**config.mk**
```make
export PLATFORM = sky130hd
export DESIGN_NAME = wsplit_top
export DESIGN_NICKNAME = d
export VERILOG_FILES = /design/src/rtl/wsplit_pkg.sv /design/src/rtl/wsplit_sizer.sv /design/src/rtl/wsplit_recfmt.sv /design/src/rtl/wsplit_top.sv
export SDC_FILE = /design/constraint.sdc
export NUM_CORES = 1
export LEC_CHECK = 0
export ABC_AREA = 1
export BUFFER_PORTS_ARGS = -buffer_cell sky130_fd_sc_hd__buf_2
export CAP_MARGIN = 25
export CORE_UTILIZATION = 60
export DETAILED_ROUTE_END_ITERATION = 8
export PLACE_DENSITY = 0.92
export SLEW_MARGIN = 20
export SYNTH_ARGS = -nofsm -noshare
export SYNTH_HDL_FRONTEND = slang
export SYNTH_SLANG_ARGS = --single-unit
```
**constraint.sdc**
```tcl
create_clock -name clk -period 26.7 [get_ports clk]
set_input_delay 4.005 -clock clk [delete_from_list [all_inputs] [get_ports clk]]
set_output_delay 4.005 -clock clk [all_outputs]
set_load 0.05 [all_outputs]
```
**src/rtl/wsplit_pkg.sv**
```systemverilog
package wsplit_pkg;

    parameter int unsigned ADDR_W   = 64;
    parameter int unsigned ACT_W    = 32;
    parameter int unsigned NWIN     = 8;
    parameter int unsigned MIN_LOG2 = 16;

    localparam int unsigned IDX_W = $clog2(NWIN);
    localparam int unsigned CNT_W = $clog2(NWIN + 1);
    localparam int unsigned LOG_W = $clog2(ADDR_W);

    typedef logic [ADDR_W-1:0] addr_t;
    typedef logic [ACT_W-1:0]  act_t;

    localparam addr_t FLOOR_BITS = (addr_t'(1) << MIN_LOG2) - addr_t'(1);

    typedef struct packed {
        logic [IDX_W-1:0] win;
        addr_t            match;
        addr_t            remap;
        addr_t            mask;
        act_t             action;
    } wrec_t;

    typedef enum logic [1:0] {
        S_IDLE  = 2'd0,
        S_SPLIT = 2'd1,
        S_CLEAR = 2'd2,
        S_FIN   = 2'd3
    } wst_t;

    // Position of the highest set bit (0 when the value is zero).
    function automatic logic [LOG_W-1:0] top_bit(input addr_t v);
        logic [LOG_W-1:0] r;
        r = '0;
        for (int i = 0; i < int'(ADDR_W); i++) begin
            if (v[i]) r = LOG_W'(i);
        end
        return r;
    endfunction

    // Position of the lowest set bit (0 when the value is zero).
    function automatic logic [LOG_W-1:0] low_bit(input addr_t v);
        logic [LOG_W-1:0] r;
        r = '0;
        for (int i = int'(ADDR_W) - 1; i >= 0; i--) begin
            if (v[i]) r = LOG_W'(i);
        end
        return r;
    endfunction

endpackage

```
**src/rtl/wsplit_sizer.sv**
```systemverilog
module wsplit_sizer
    import wsplit_pkg::*;
(
    input  addr_t phys,
    input  addr_t remain,
    output addr_t wsize,
    output addr_t wmask,
    output logic  fits
);

    logic [LOG_W-1:0] fit_log;
    logic [LOG_W-1:0] align_log;
    logic [LOG_W-1:0] pick_log;

    always_comb begin
        fit_log   = top_bit(remain);
        align_log = low_bit(phys);
        pick_log  = ((phys != '0) && (align_log < fit_log)) ? align_log : fit_log;
        wsize     = addr_t'(1) << pick_log;
        wmask     = ~(wsize - addr_t'(1)) & ~FLOOR_BITS;
        fits      = (remain != '0) && (pick_log >= LOG_W'(MIN_LOG2));
    end

    // a chosen window never exceeds what remains and is aligned to the start
    always_comb begin
        if (fits) begin
            p_fit_aligned_r2: assert (((phys & (wsize - addr_t'(1))) == '0) && (wsize <= remain));
        end
    end

endmodule

```
**src/rtl/wsplit_recfmt.sv**
```systemverilog
module wsplit_recfmt
    import wsplit_pkg::*;
(
    input  logic             blank,
    input  logic [IDX_W-1:0] slot,
    input  addr_t            phys,
    input  addr_t            bus,
    input  addr_t            wmask,
    input  act_t             action,
    output wrec_t            rec
);

    always_comb begin
        rec.win = slot;
        if (blank) begin
            rec.match  = '0;
            rec.remap  = '0;
            rec.mask   = '0;
            rec.action = '0;
        end else begin
            rec.match  = phys | addr_t'(1);
            rec.remap  = bus;
            rec.mask   = wmask;
            rec.action = action;
        end
    end

endmodule

```
**src/rtl/wsplit_top.sv**
```systemverilog
module wsplit_top
    import wsplit_pkg::*;
(
    input  logic                 clk,
    input  logic                 rst,
    input  logic                 req_valid,
    output logic                 req_ready,
    input  logic                 req_first,
    input  logic                 req_last,
    input  logic [CNT_W-1:0]     req_start_win,
    input  logic [ADDR_W-1:0]    req_phys,
    input  logic [ADDR_W-1:0]    req_bus,
    input  logic [ADDR_W-1:0]    req_size,
    input  logic [ACT_W-1:0]     req_action,
    output logic                 rec_valid,
    input  logic                 rec_ready,
    output logic [IDX_W-1:0]     rec_win,
    output logic [ADDR_W-1:0]    rec_match,
    output logic [ADDR_W-1:0]    rec_remap,
    output logic [ADDR_W-1:0]    rec_mask,
    output logic [ACT_W-1:0]     rec_action,
    output logic                 done,
    output logic [CNT_W-1:0]     done_win,
    output logic                 done_err
);

    localparam logic [CNT_W-1:0] SLOTS = CNT_W'(NWIN);

    wst_t             st_q;
    addr_t            phys_q, bus_q, size_q;
    act_t             act_q;
    logic             last_q;
    logic [CNT_W-1:0] win_q;
    logic [CNT_W-1:0] clr_q;
    logic             err_q;

    addr_t wsize, wmask;
    logic  fits;
    wrec_t rec;

    logic split_go, split_end, fail_now, clear_go;

    wsplit_sizer u_sizer (
        .phys   (phys_q),
        .remain (size_q),
        .wsize  (wsize),
        .wmask  (wmask),
        .fits   (fits)
    );

    wsplit_recfmt u_fmt (
        .blank  (st_q == S_CLEAR),
        .slot   ((st_q == S_CLEAR) ? clr_q[IDX_W-1:0] : win_q[IDX_W-1:0]),
        .phys   (phys_q),
        .bus    (bus_q),
        .wmask  (wmask),
        .action (act_q),
        .rec    (rec)
    );

    always_comb begin
        split_go  = (st_q == S_SPLIT) && !err_q && (win_q < SLOTS) && fits;
        split_end = (st_q == S_SPLIT) && !split_go;
        fail_now  = split_end && !err_q && (size_q != '0);
        clear_go  = (st_q == S_CLEAR) && (clr_q < SLOTS);
    end

    assign req_ready  = (st_q == S_IDLE);
    assign rec_valid  = split_go || clear_go;
    assign rec_win    = rec.win;
    assign rec_match  = rec.match;
    assign rec_remap  = rec.remap;
    assign rec_mask   = rec.mask;
    assign rec_action = rec.action;
    assign done       = (st_q == S_FIN);
    assign done_win   = win_q;
    assign done_err   = err_q;

    always_ff @(posedge clk) begin
        if (rst) begin
            st_q   <= S_IDLE;
            phys_q <= '0;
            bus_q  <= '0;
            size_q <= '0;
            act_q  <= '0;
            last_q <= 1'b0;
            win_q  <= '0;
            clr_q  <= '0;
            err_q  <= 1'b0;
        end else begin
            unique case (st_q)
                S_IDLE: begin
                    if (req_valid) begin
                        phys_q <= req_phys;
                        bus_q  <= req_bus;
                        size_q <= req_size;
                        act_q  <= req_action;
                        last_q <= req_last;
                        if (req_first) begin
                            win_q <= req_start_win;
                            err_q <= 1'b0;
                        end
                        st_q <= S_SPLIT;
                    end
                end
                S_SPLIT: begin
                    if (split_go && rec_ready) begin
                        phys_q <= phys_q + wsize;
                        bus_q  <= bus_q + wsize;
                        size_q <= size_q - wsize;
                        win_q  <= win_q + CNT_W'(1);
                    end
                    if (split_end) begin
                        if (fail_now) begin
                            err_q <= 1'b1;
                            win_q <= '0;
                        end
                        clr_q <= fail_now ? '0 : win_q;
                        st_q  <= last_q ? S_CLEAR : S_FIN;
                    end
                end
                S_CLEAR: begin
                    if (clear_go) begin
                        if (rec_ready) clr_q <= clr_q + CNT_W'(1);
                    end else begin
                        st_q <= S_FIN;
                    end
                end
                default: st_q <= S_IDLE;
            endcase
        end
    end

    // a stalled record holds still
    p_hold_r10: assert property (@(posedge clk) disable iff (rst)
        (rec_valid && !rec_ready) |=> (rec_valid && $stable(rec_win) && $stable(rec_match)
            && $stable(rec_remap) && $stable(rec_mask) && $stable(rec_action)));

    // an enabled record's match is aligned to its own mask, floor bits clear
    p_align_r3: assert property (@(posedge clk) disable iff (rst)
        (rec_valid && rec_match[0]) |->
            (((rec_match & ~rec_mask) == addr_t'(1)) && ((rec_mask & FLOOR_BITS) == '0)));

    // consecutive split records use consecutive slots
    p_step_r4: assert property (@(posedge clk) disable iff (rst)
        (rec_valid && rec_ready && rec_match[0]) |=>
            (!rec_valid || !rec_match[0] || (rec_win == IDX_W'($past(rec_win) + 1'b1))));

    // a failed batch reports slot zero
    p_err_slot_r6: assert property (@(posedge clk) disable iff (rst)
        (done && done_err) |-> (done_win == '0));

    // done is a single-cycle pulse with no record beside it
    p_done_pulse_r11: assert property (@(posedge clk) disable iff (rst)
        done |=> !done);

    p_done_quiet_r11: assert property (@(posedge clk) disable iff (rst)
        done |-> (!rec_valid && !req_ready));

endmodule

```
== Word level (Yosys, flattened, before mapping) ==
Cells that the tools add are included.

* Shift-type cells: 1
* Reduce and logical (&&, ||, !) cells: 24
* Equal/unequal tests: 11
* Muxes and demuxes: 160
* $lt $le $gt $ge: 4
* Add/subtract/negate cells: 6
* Bitwise operators: 1

{| class="wikitable"
|+ Operators with widths
! operator !! count
|-
| two-way mux 6 bit || 127
|-
| two-way mux 64 bit || 6
|-
| case mux 64 bit (2 select lines) || 3
|-
| two-way mux 224 bit || 1
|-
| adder 64 bit || 2
|-
| nonzero test 64 bit || 2
|-
| inverter 64 bit || 1
|-
| << shifter 1 x 6 -> 64 bit (first input constant) || 1
|-
| subtractor 64 x 1 -> 64 bit (second input constant) || 1
|-
| subtractor 64 bit || 1
|-
| two-way mux 4 bit || 9
|-
| case mux 4 bit (2 select lines) || 2
|-
| != test 2 bit (second input constant) || 6
|-
| logical AND 1 bit || 10
|-
| AND reduction 3 bit || 3
|-
| adder 4 x 1 -> 4 bit (second input constant) || 2
|-
| less-than comparator 4 bit (second input constant) || 2
|-
| greater-or-equal comparator 6 x 5 -> 1 bit (second input constant) || 1
|-
| less-than comparator 6 bit || 1
|-
| two-way mux 1 bit || 6
|-
| two-way mux 2 bit || 3
|-
| case mux 2 bit (3 select lines) || 1
|-
| AND reduction 5 bit || 1
|-
| equality test 2 bit (second input constant) || 2
|-
| other kinds (10) || 13
|}

* Bits in registers: 236
* Output and inout bits: 235
* Logic and storage cells: 216
* Input port bits: 234

== Logic depth before layout (Yosys ltp) ==
* Depth in word-level cells: 77
* Depth in mapped cells: 130
* Mapped depth without buffers: 129

== Cells and area by module ==
Synthesis repeated with hierarchy kept, for this count alone.

* Cell total of the unflattened synthesis: 6,695
* Area, all modules: 33,962.6 um2

{| class="wikitable"
|+ By module, submodules not included
! module !! cells each !! area an instance (um2) !! seq. area each (um2) !! instances
|-
| wsplit_top || 5,364 || 28,130.7 || 4,724.5 || 1
|-
| wsplit_sizer || 856 || 3,893.7 || 0.0 || 1
|-
| wsplit_recfmt || 475 || 1,938.1 || 0.0 || 1
|}

== Worst setup path before layout ==
Ideal clock, no wire load.

* Path type: flip-flop to flip-flop
* From: register phys_q[62]
* To: register size_q[63]
* Clock period less this slack: 9.341 ns
* Library setup time: 0.070 ns
* Data arrival time: 9.271 ns
* Required time: 26.630 ns
* Buffers on the path: 2
* Setup slack: 17.359 ns
* Stages on the path, launching flop included: 128
* Cell sequence: dfxtp_1 > inv_1 > nand2_1 > nand2_1 > nand2_1 > nand2_1 > nand2_1 > nand2_1 > nand2_1 > nand2_1 > nand2_1 > nand2_1 > nand2_1 > nand2_1 > nand2_1 > nand2_1 > nand2_1 > nand2_1 > [92 not listed] > a21oi_2 > o21ai_2 > inv_2 > o21a_1 > inv_2 > nand2_1 > nand2_1 > a21boi_1 > inv_2 > nand2_1 > nand2_1 > a21boi_2 > o21ai_1 > a21oi_2 > xor2_1 > o21ai_0 > a21o_1 > a21oi_1

* Word-level cells in the longest chain between the ends: 72
* Elaborated cells on any way between the ends: 77
* Those cells by class: add/sub (1); order compare (2); eq/ne (1); shift (1); mux (66); reduce/logical (6)

{| class="wikitable"
|+ RTL lines
! what !! line !! RTL
|-
| start: declaration || wsplit_top.sv:30 || <nowiki>addr_t phys_q, bus_q, size_q;</nowiki>
|-
| start signal: assignment || wsplit_top.sv:94 || <nowiki>phys_q <= req_phys;</nowiki>
|-
| start signal: assignment || wsplit_top.sv:108 || <nowiki>phys_q <= phys_q + wsize;</nowiki>
|-
| two-way mux 6 bit (63 in a row) || wsplit_pkg.sv:47 || <nowiki>if (v[i]) r = LOG_W'(i);</nowiki>
|-
| less-than comparator 6 bit || wsplit_sizer.sv:18 || <nowiki>pick_log = ((phys != '0) && (align_log < fit_log)) ? align_log : fit_log;</nowiki>
|-
| logical AND 1 bit || wsplit_sizer.sv:18 ||
|-
| two-way mux 6 bit (*) || wsplit_sizer.sv:18 ||
|-
| parallel branches: the longest is 6 deep, another holds subtractor 64 bit || n/a ||
|-
| end signal: assignment || wsplit_top.sv:96 || <nowiki>size_q <= req_size;</nowiki>
|-
| end signal: assignment || wsplit_top.sv:110 || <nowiki>size_q <= size_q - wsize;</nowiki>
|-
| end: declaration || wsplit_top.sv:30 ||
|}

Mark *: on every way between the ends. The select of a mux whose other input is x is not followed.
A chain may end at the register's enable or synchronous reset.

== Worst setup path after layout ==
* From: register phys_q[63]
* To: output rec_mask[38]

* Word-level cells in the longest chain between the ends: 71
* Elaborated cells on any way between the ends: 72
* Those cells by class: add/sub (1); order compare (1); shift (1); mux (66); bitwise (1); reduce/logical (2)

{| class="wikitable"
|+ RTL lines
! what !! line !! RTL
|-
| two-way mux 6 bit (64 in a row) || wsplit_pkg.sv:47 ||
|-
| less-than comparator 6 bit || wsplit_sizer.sv:18 ||
|-
| logical AND 1 bit || wsplit_sizer.sv:18 ||
|-
| two-way mux 6 bit (*) || wsplit_sizer.sv:18 ||
|-
| << shifter 1 x 6 -> 64 bit (*) || wsplit_sizer.sv:19 || <nowiki>wsize = addr_t'(1) << pick_log;</nowiki>
|-
| subtractor 64 x 1 -> 64 bit (*) || wsplit_sizer.sv:20 || <nowiki>wmask = ~(wsize - addr_t'(1)) & ~FLOOR_BITS;</nowiki>
|-
| inverter 64 bit (*) || wsplit_sizer.sv:20 ||
|-
| two-way mux 224 bit (*) || wsplit_recfmt.sv:15 || <nowiki>if (blank) begin</nowiki>
|-
| end: declaration || wsplit_top.sv:20 || <nowiki>output logic [ADDR_W-1:0] rec_mask,</nowiki>
|}

Every way passes the cells marked *; elsewhere a longest branch is shown, timed or not.

==> run_results.csv <==
group,metric,value,unit
setup_path,cp_common_cell,"nand2_1",
sta,hold_violations,0,
clock_network,ctsResizeCount,0,
setup_path,timing.rr.end,"bus_q[60]",
sta,fin_setup_tns,0,ns
finish,finalNonFillerCells,4679,
floorplanning,die_h,197,um
logic_synthesis,synthTopCellsByArea,"dfxtp_1 21%, nand2_1 13%, ha_1 11%",
sta,timing.final.ws_setup,14.66,ns
setup_path,end_kind,"output port",
global_routing,overflow,0,
finish,layout-drive-gt1-share,0.138,
floorplanning,core,0.0376,mm^2
detailed_routing,ant_nets,0,
setup_path,crit_arrival,8.03,ns
clock_network,clk_latency,0.58,ns
placement,gp_congestion,0.973,
pwr,leakage,14.1,nW
setup_path,max_stage_delay,0.58,ns
hold_path,min_path_type,"flip-flop to flip-flop",
clock_network,clk_pin_slew_worst_paths,0.06,ns
global_routing,grt_max_degree,224,
logic_synthesis,ys_seq_area_frac,0.206,
detailed_routing,wirelength,80.9,mm
logic_synthesis,synth-warning-count,0,
clock_network,cts.path.max_buffers,3,
global_routing,grt_pass1_vias,24614,
logic_synthesis,synthTopCellsByCount,"795 x nand2_1, 510 x inv_1, 462 x nor2_1, 395 x a21oi_1, 304 x o21ai_0",
setup_path,worst-path-max-fanout,31,
sta,final_max_slew_viol_count,0,
sta,final.period_utilization,0.451,
clock_network,numClockSinks,236,
logic_synthesis,synth_flop_cell,"dfxtp_1",
global_routing,antenna_found_initial,2,
placement,pre_cts_ws,15.16,ns
clock_network,cts_root_buf,"clkbuf_16",
setup_path,reg2reg_depth,115,
sta,worstMarginPinSlew,1.16,ns
global_routing,grt_pass1_wl,125,mm
global_routing,grt.total_usage,0.401,
sta,rsz0062_at_grt,"no",
setup_path,cp_slowest_cell,"nor2_2",
placement,io_buffers,452,
detailed_routing,firstDrtPassIters,9,
setup_path,reg2reg_slack,14.77,ns
clock_network,holdBufCountCts,0,
floorplanning,start_util,0.609,
finish,areaGrowthSynthToFinish,13.8,%
detailed_routing,post_drt_wl_per_cell,17.3,um
placement,placed_cells,4625,
logic_synthesis,ys_types,55,
sta,fmax,83.1,MHz
pwr,p_per_area,148,mW/mm^2
logic_synthesis,yosys.cell_count.top_type,"nand2_1",
floorplanning,die-area,0.0389,mm^2
logic_synthesis,async_reset_ff_frac,0,
hold_path,hp-start,"act_q[23]",
sta,maxSlewHeadroom,0.223,
hold_path,worst_hold_path.endpoint,"act_q[23]",
detailed_routing,met3_length,8.37,mm
pwr,vdd_drop_max,92.8,uV
flow_run,drv_cap,0,
logic_synthesis,synth_cells,3811,
logic_synthesis,synth_edf_count,0,
logic_synthesis,ys_ff_latch,236,
logic_synthesis,yosysTopAreaCell,"dfxtp_1",
clock_network,h-tree-depth,1,
detailed_routing,num_vias,27403,
placement,dp.final_hpwl,60.5,mm
logic_synthesis,syn-cell-area,0.0229,mm^2
logic_synthesis,syn_area_per_cell,6.01,um^2
clock_network,cts_made_buffers,29,
detailed_routing,met2_length,36.4,mm
floorplanning,ios,469,
detailed_routing,drc_errors,0,
sta,post-route-min-period,12.04,ns
clock_network,cts_setup_buffers,0,
pwr,finalPower,3.85,mW
logic_synthesis,yosysTopAreaCellShare,0.206,
outcome,outcome,"finished, final reports clean",
sta,setup_viol,0,
floorplanning,row_count,71,
sta,finClkSkew,0.0306,ns
finish,fin_nets,4584,
clock_network,cts_tree,"built",
setup_path,criticalPathCategory,"flip-flop to output port",
setup_path,r2r_start,"phys_q[62]",
detailed_routing,viasPerCell,5.86,
setup_path,required,22.69,ns
hold_path,whs_path_depth,2,
setup_path,startpoint_type,"flip-flop",
detailed_routing,met1Wirelength,31.1,mm
detailed_routing,top_layer_used,"met4",
floorplanning,die_w,197,um
detailed_routing,drt_iter0_markers,2583,
cells by family (layout without fill, tap and decap cells):
kind of cell / count (synthesis) / after routing / share of synthesized area
flip-flops: 236 / 236 / 0.206
adder cells (fa/ha/maj): 204 / 204 / 0.112
XOR/XNOR: 52 / 52 / 0.0199
other: 1 / 18 / 0.000164
AND/OR/NAND/NOR: 1466 / 1466 / 0.258
AO/OA/AOI/OAI: 1152 / 1152 / 0.277
buffers and inverters: 700 / 1040 / 0.126
worst max-delay path by stage:
stage | slack (ns) | depth (start not counted) | end | from
after floorplan | 17.36 | 127 | size_q[63] | phys_q[62]
after global placement | 15.38 | 127 | size_q[60] | phys_q[62]
after detailed placement | 15.16 | 121 | bus_q[63] | phys_q[62]
after CTS | 14.92 | 81 | rec_mask[61] | phys_q[63]
after global routing | 13.30 | 123 | bus_q[63] | phys_q[62]
final | 14.66 | 81 | rec_mask[38] | phys_q[63]
flip-flops by register name, indices dropped and copies added (netlist names):
register and count:
phys_q 64, done_err 1, done_win 4, bus_q 64, clr_q 4, st_q 2
size_q 64, last_q 1, act_q 32
metal layers:
layer,vias up,global-route usage
met1,12155,0.482
met4,0,0.231
met3,309,0.0804
li1,13395,-
met5,-,0
met2,1544,0.665
area by class of cell:
type	instances	area, um^2
Fill cell	3391	11500
Timing Repair Buffer	463	2360
Antenna cell	2	5.00
Multi-Input combinational cell	2890	15400
Sequential cell	236	4720
Inverter	526	2000
Tap cell	511	639
Clock inverter	10	125
Clock buffer	41	821
worst max-delay path: cells and delay by family, from the launching register on:
| kind | cells | cell delay (ns) |
|---|---|---|
| buf+inv | 3 | 0.82 |
| simple gates | 78 | 6.21 |
| flops | 1 | 0.42 |
layout by cell type (no fill, tap or decap), types with 11 or more instances in the layout:
cell	n
o21bai_1	16
inv_1	510
nand2_1	794
ha_1	199
inv_2	11
o21a_1	14
nand3_1	84
a31oi_1	186
xor2_1	19
dfxtp_1	236
buf_2	452
clkbuf_16	29
o21ai_1	148
o211ai_1	16
a211oi_1	17
o21ai_0	304
conb_1	16
nor2_1	462
nand4_1	60
o21ai_2	16
xnor2_1	33
a21oi_1	395
nor3_1	27
through the flow:
| stage | cell area (um^2) | utilization | hold slack, ns |
|---|---|---|---|
| floorplan | 22900 | - | 0.430 |
| global placement | 25100 | 0.667 | 0.441 |
| detailed placement | 25100 | 0.667 | 0.449 |
| CTS | 26000 | 0.692 | 0.456 |
| global route | 26000 | 0.693 | 0.473 |
| finish | 26000 | 0.693 | 0.453 |
report_power, final:
group	leakage, nW	total, mW	internal, mW	switching [mW]
Combinational	11.7	2.79	0.766	2.02
Clock	0.471	0.405	0.241	0.164
Sequential	1.95	0.658	0.503	0.155
Total	14.1	3.85	1.51	2.34
Note: power is estimated with default switching activity, not from simulation.
